**src/rtl/hdlc_rxcnt_pkg.sv**
```systemverilog
package hdlc_rxcnt_pkg;
  // Byte width of the processor-visible registers.
  localparam int REG_W = 8;

  // How many frame results the capture stage currently holds.
  typedef enum logic [1:0] {
    OCC_NONE = 2'd0,
    OCC_ONE  = 2'd1,
    OCC_TWO  = 2'd2
  } occ_t;
endpackage

```
**src/rtl/hdlc_rxcnt_run.sv**
```systemverilog
// Running length of the frame in progress: remainder plus saturating block count.
module hdlc_rxcnt_run #(
  parameter int REM_W = 5,
  parameter int BLK_W = 7
) (
  input  logic             clk,
  input  logic             rst,
  input  logic             byte_wr,
  input  logic             fifo_full,
  input  logic             eof,
  output logic [REM_W-1:0] fin_rem,
  output logic [BLK_W-1:0] fin_blk,
  output logic             pool_hit,
  output logic             ovf_hit
);
  localparam logic [REM_W-1:0] REM_LAST = '1;
  localparam logic [BLK_W-1:0] BLK_MAX  = '1;

  logic [REM_W-1:0] rem_q;
  logic [BLK_W-1:0] blk_q;
  logic             acc;

  // Length including a byte accepted in this very cycle.
  always_comb begin
    acc      = byte_wr && !fifo_full;
    ovf_hit  = byte_wr && fifo_full;
    pool_hit = acc && (rem_q == REM_LAST);
    fin_rem  = rem_q + REM_W'(acc);
    fin_blk  = blk_q;
    if (pool_hit && (blk_q != BLK_MAX))
      fin_blk = blk_q + BLK_W'(1);
  end

  always_ff @(posedge clk) begin
    if (rst || eof) begin
      rem_q <= '0;
      blk_q <= '0;
    end else begin
      rem_q <= fin_rem;
      blk_q <= fin_blk;
    end
  end
endmodule

```
**src/rtl/hdlc_rxcnt_hold.sv**
```systemverilog
// Two-place capture store: the visible result and one deferred result.
module hdlc_rxcnt_hold
  import hdlc_rxcnt_pkg::*;
#(
  parameter int W = 28
) (
  input  logic         clk,
  input  logic         rst,
  input  logic         push,
  input  logic         pop,
  input  logic [W-1:0] din,
  output logic [W-1:0] head,
  output logic         head_vld,
  output logic         defer_vld,
  output logic         drop,
  output logic         fresh
);
  occ_t         occ_q, occ_n;
  logic [W-1:0] s0_q, s1_q, s0_n, s1_n;

  // The acknowledge is applied before a new result is stored.
  always_comb begin
    s0_n  = s0_q;
    s1_n  = s1_q;
    occ_n = occ_q;
    drop  = 1'b0;
    if (pop) begin
      case (occ_q)
        OCC_ONE: begin s0_n = '0;   occ_n = OCC_NONE; end
        OCC_TWO: begin s0_n = s1_q; occ_n = OCC_ONE;  end
        default: ;
      endcase
    end
    if (push) begin
      case (occ_n)
        OCC_NONE: begin s0_n = din; occ_n = OCC_ONE; end
        OCC_ONE:  begin s1_n = din; occ_n = OCC_TWO; end
        default:  drop = 1'b1;
      endcase
    end
    fresh = (pop || (occ_q == OCC_NONE)) && (occ_n != OCC_NONE);
  end

  always_ff @(posedge clk) begin
    if (rst) begin
      occ_q <= OCC_NONE;
      s0_q  <= '0;
      s1_q  <= '0;
    end else begin
      occ_q <= occ_n;
      s0_q  <= s0_n;
      s1_q  <= s1_n;
    end
  end

  assign head      = s0_q;
  assign head_vld  = (occ_q != OCC_NONE);
  assign defer_vld = (occ_q == OCC_TWO);
endmodule

```
**src/rtl/hdlc_rxcnt.sv**
```systemverilog
// HDLC receive frame length tracker: top level.
module hdlc_rxcnt
  import hdlc_rxcnt_pkg::*;
#(
  parameter int FIFO_DEPTH = 32,
  parameter int BLK_W      = 7,
  parameter int STAT_W     = 8,
  parameter int HDR_W      = 8
) (
  input  logic              clk,
  input  logic              rst,
  input  logic              byte_wr,
  input  logic              fifo_full,
  input  logic              eof,
  input  logic [STAT_W-1:0] eof_stat,
  input  logic [HDR_W-1:0]  hdr_in,
  input  logic              ack,
  output logic [REG_W-1:0]  cnt_lo,
  output logic [REG_W-1:0]  cnt_hi,
  output logic [STAT_W-1:0] stat_q,
  output logic [HDR_W-1:0]  hdr_q,
  output logic              irq_eom,
  output logic              irq_pool,
  output logic              irq_ovf
);
  localparam int REM_W = $clog2(FIFO_DEPTH);
  localparam int CNT_W = REM_W + BLK_W;
  localparam int MSG_W = CNT_W + STAT_W + HDR_W;

  logic [REM_W-1:0]   fin_rem;
  logic [BLK_W-1:0]   fin_blk;
  logic               pool_hit, ovf_hit;
  logic [MSG_W-1:0]   msg_in, head;
  logic               head_vld, defer_vld, drop, fresh;
  logic [CNT_W-1:0]   head_cnt;
  logic [2*REG_W-1:0] cnt_wide;

  hdlc_rxcnt_run #(.REM_W(REM_W), .BLK_W(BLK_W)) u_run (
    .clk(clk), .rst(rst), .byte_wr(byte_wr), .fifo_full(fifo_full), .eof(eof),
    .fin_rem(fin_rem), .fin_blk(fin_blk), .pool_hit(pool_hit), .ovf_hit(ovf_hit)
  );

  assign msg_in = {fin_blk, fin_rem, eof_stat, hdr_in};

  hdlc_rxcnt_hold #(.W(MSG_W)) u_hold (
    .clk(clk), .rst(rst), .push(eof), .pop(ack), .din(msg_in),
    .head(head), .head_vld(head_vld), .defer_vld(defer_vld),
    .drop(drop), .fresh(fresh)
  );

  // Visible registers come straight from the store's flops.
  assign head_cnt = head[MSG_W-1 -: CNT_W];
  assign cnt_wide = (2*REG_W)'(head_cnt);
  assign cnt_lo   = cnt_wide[REG_W-1:0];
  assign cnt_hi   = cnt_wide[2*REG_W-1:REG_W];
  assign stat_q   = head[HDR_W +: STAT_W];
  assign hdr_q    = head[HDR_W-1:0];

  always_ff @(posedge clk) begin
    if (rst) begin
      irq_eom  <= 1'b0;
      irq_pool <= 1'b0;
      irq_ovf  <= 1'b0;
    end else begin
      irq_eom  <= fresh;
      irq_pool <= pool_hit;
      irq_ovf  <= ovf_hit || drop;
    end
  end
endmodule

```
**config.mk**
```make
export PLATFORM = sky130hd
export DESIGN_NAME = hdlc_rxcnt
export DESIGN_NICKNAME = d
export VERILOG_FILES = /design/src/rtl/hdlc_rxcnt_pkg.sv /design/src/rtl/hdlc_rxcnt_run.sv /design/src/rtl/hdlc_rxcnt_hold.sv /design/src/rtl/hdlc_rxcnt.sv
export SDC_FILE = /design/constraint.sdc
export NUM_CORES = 1
export LEC_CHECK = 0
export BUFFER_PORTS_ARGS = -buffer_cell sky130_fd_sc_hd__buf_2
export CAP_MARGIN = 20
export CORE_MARGIN = 2
export CORE_UTILIZATION = 39
export DETAILED_ROUTE_END_ITERATION = 10
export MAX_ROUTING_LAYER = met4
export SLEW_MARGIN = 5
export SYNTH_ARGS = -nofsm -noshare
export SYNTH_HDL_FRONTEND = slang
export SYNTH_SLANG_ARGS = --single-unit
```
**constraint.sdc**
```tcl
create_clock -name clk -period 2.3 [get_ports clk]
set_input_delay 0.115 -clock clk [delete_from_list [all_inputs] [get_ports clk]]
set_output_delay 0.115 -clock clk [all_outputs]
set_load 0.01 [all_outputs]
```
==> impl_metrics.json <==
{
  "status": "complete, no violations",
  "min_path_cells": 3,
  "start_kind": "register",
  "antenna_found_initial": 0,
  "cts_setup_buffers": 0,
  "skew_ns": 0.00925,
  "path_cells": "ha_1 -> mux2i_1 -> ha_1 -> nand2_1 -> buf_4 -> a311oi_1",
  "io_buffers": 52,
  "num_rows": 32,
  "detail-route-antenna-nets": 0,
  "reg2reg_depth": 6,
  "async_flop_share_pct": 0,
  "synth_seq_cells": 73,
  "htree_levels": 3,
  "drtPass1Iterations": 4,
  "hp-start": "eof_stat[3]",
  "cp-end-kind": "register",
  "die-area_mm2": 0.00870,
  "hp-class": "input port to register",
  "syn_area_mm2": 0.00311,
  "p_per_area_mw_per_mm2": 795,
  "timing.max_cap.violations": 0,
  "finalSetupTns_ns": 0,
  "ys_types": 46,
  "ys_seq_area_share_pct": 47.0,
  "yosys_warnings": 0,
  "clock_latency_ns": 0.34,
  "final.min_clock_period_ns": 2.00,
  "rsz0062_at_grt": "false",
  "cts_sinks": 73,
  "ir_worst_vdd_mv": 0.448,
  "grt_util_all_layers_pct": 17.7,
  "drive_gt1_share_pct": 20.9,
  "hold_end": "u_hold.s1_q[11]",
  "grt_pass1_vias": 2465,
  "slew_headroom_pct": 58.5,
  "drt_iter0_markers": 71,
  "cts-root-buf": "clkbuf_8",
  "dp.final_hpwl_um": 4730,
  "synth_edf_count": 0,
  "syn_inst": 361,
  "cp.arrival_ns": 2.24,
  "core_area_mm2": 0.00773,
  "reg2reg_to": "u_hold.head[13]",
  "drt-total-wl_um": 7230,
  "fin_crit_sh_pct": 86.8,
  "grt_pass1_wl_um": 12000,
  "power.leakage_nw": 1.46,
  "start_util_pct": 40.2,
  "n_antenna_cell": 0,
  "crit_slowest_cell": "dfxtp_1",
  "drc": 0,
  "finalSetupViolations": 0,
  "place_congestion": 0.775,
  "synth-main-ff-cell": "dfxtp_1",
  "grt_max_degree": 60,
  "synth.avg_cell_area_um2": 8.61,
  "die_x_um": 93.3,
  "holdBufCountCts": 0,
  "slowest_delay_ns": 0.36,
  "cpMostUsedCell": "ha_1",
  "wl_per_cell_um": 14.2,
  "vias": 2659,
  "clk_pin_slew_ns": 0.08,
  "cts_buffers": 9,
  "routed_via_density": 5.22,
  "crit_type": "register to register",
  "areaGrowthSynthToFinish_pct": 18.2,
  "fin_total_pwr_mw": 2.92,
  "cts_resized": 0,
  "nets": 434,
  "ios": 57,
  "finalHoldViolCount": 0,
  "fmax_mhz": 501,
  "cts_tree": "built",
  "cp_max_fo": 11,
  "tightest_slew_ns": 0.622,
  "die_h_um": 93.3,
  "reg2reg_setup_slack_ns": 0.30,
  "reg2reg_from": "u_hold.occ_q[1]",
  "finalMaxSlewViolations": 0,
  "gr-total-overflow": 0,
  "crit_required_ns": 2.55,
  "cts_buffer_depth": 2
}
-- worst max path at each step --
stage | startpoint | end | slack [ns] | cells after the start
5_1_grt | u_hold.occ_q[1] | u_hold.head[24] | 0.14 | 7
3_5_place_dp | u_hold.occ_q[1] | u_hold.head[12] | 0.29 | 6
2_1_floorplan | u_hold.occ_q[1] | u_hold.head[19] | 0.34 | 8
3_3_place_gp | u_hold.occ_q[1] | u_hold.head[24] | 0.42 | 7
6_report | u_hold.occ_q[1] | u_hold.head[13] | 0.30 | 6
4_1_cts | u_hold.occ_q[1] | u_hold.head[12] | 0.29 | 6
-- cell families after synthesis --
group	synth area share (%)
compound gates	18.8
xor+xnor	0.846
fa+ha+maj	3.62
buf+inv	5.76
flops	47.0
mux	0.684
other cells	0.121
simple gates	23.2
-- state kept, by name, summed over array words and instances, names as in the netlist --
register      cells
u_hold.head      28
u_hold.s1_q      28
u_run.blk_q       7
u_run.rem_q       5
u_hold.occ_q      2
irq_eom           1
irq_ovf           1
irq_pool          1
-- cell type report --
class                      instances  area, µm²
clock buffer                      13        169
clock inverter                     2       60.1
fill                             764       4060
inverter                           6       22.5
multi-input combinational        252       1480
sequential                        73       1460
tap                              102        128
timing repair buffer              61        353
-- synth_stat cells (2+ instances only) --
cell type / count / area, µm²
a21oi_1: 23 / 115
buf_1: 3 / 11.3
and2_1: 4 / 25.0
o21ai_0: 2 / 10.0
dfxtp_1: 73 / 1460
o31ai_1: 2 / 15.0
buf_4: 4 / 30.0
a31oi_1: 2 / 12.5
clkbuf_1: 22 / 82.6
and3_1: 11 / 68.8
buf_2: 2 / 10.0
nor2_1: 35 / 131
xor2_1: 2 / 17.5
a211oi_1: 19 / 143
buf_6: 2 / 22.5
a311oi_1: 26 / 228
ha_1: 9 / 113
nand2_1: 63 / 236
o31a_1: 2 / 17.5
inv_1: 6 / 22.5
nand3_1: 24 / 120
-- where the power goes --
part | switching, mW | internal (mW)
clock network | 0.453 | 0.695
logic | 0.242 | 0.150
registers | 0.0373 | 1.34
-- layer usage --
layer / GRT usage (%) / wire (µm) / vias up
met3: 4.43 / 352 / 4
met1: 22.5 / 3470 / 1228
li1: - / - / 1363
met4: 4.41 / 31 / 0
met5: - / 0 / -
met2: 28.4 / 3380 / 64
-- placed cells by master (no fill, tap or decap), drive strengths merged, types with 4 or more instances in the layout --
cell type | netlist | layout
inv | 6 | 6
dfxtp | 73 | 73
a311oi | 26 | 26
buf | 11 | 61
and3 | 12 | 12
nand3 | 24 | 24
and2 | 4 | 4
nor2 | 35 | 35
conb | 1 | 4
nand2 | 63 | 63
a21oi | 23 | 23
a211oi | 19 | 19
clkbuf | 22 | 13
ha | 9 | 9
-- metrics by stage --
step | cell area (µm²) | cells | util (%) | setup slack, ns | hold slack, ns
after floorplan | 3120 | 364 | - | 0.340 | 0.251
after global placement | 3440 | 494 | 44.6 | 0.421 | 0.370
after detailed placement | 3440 | 494 | 44.6 | 0.293 | 0.374
after CTS | 3670 | 509 | 47.5 | 0.286 | 0.00128
after global routing | 3670 | 509 | 47.5 | 0.144 | 0.00482
final | 3670 | 509 | 47.5 | 0.304 | 0.0176
-- critical path, delay by kind of cell, from the launching register on --
kind / cells / cell delay [ns]
AOI/OAI and AO/OA: 1 / 0.22
adders and majority gates: 2 / 0.45
buffers and inverters: 1 / 0.29
DFF: 1 / 0.36
muxes: 1 / 0.31
and+or+nand+nor: 1 / 0.27
Power figures use the tool's default switching activity.
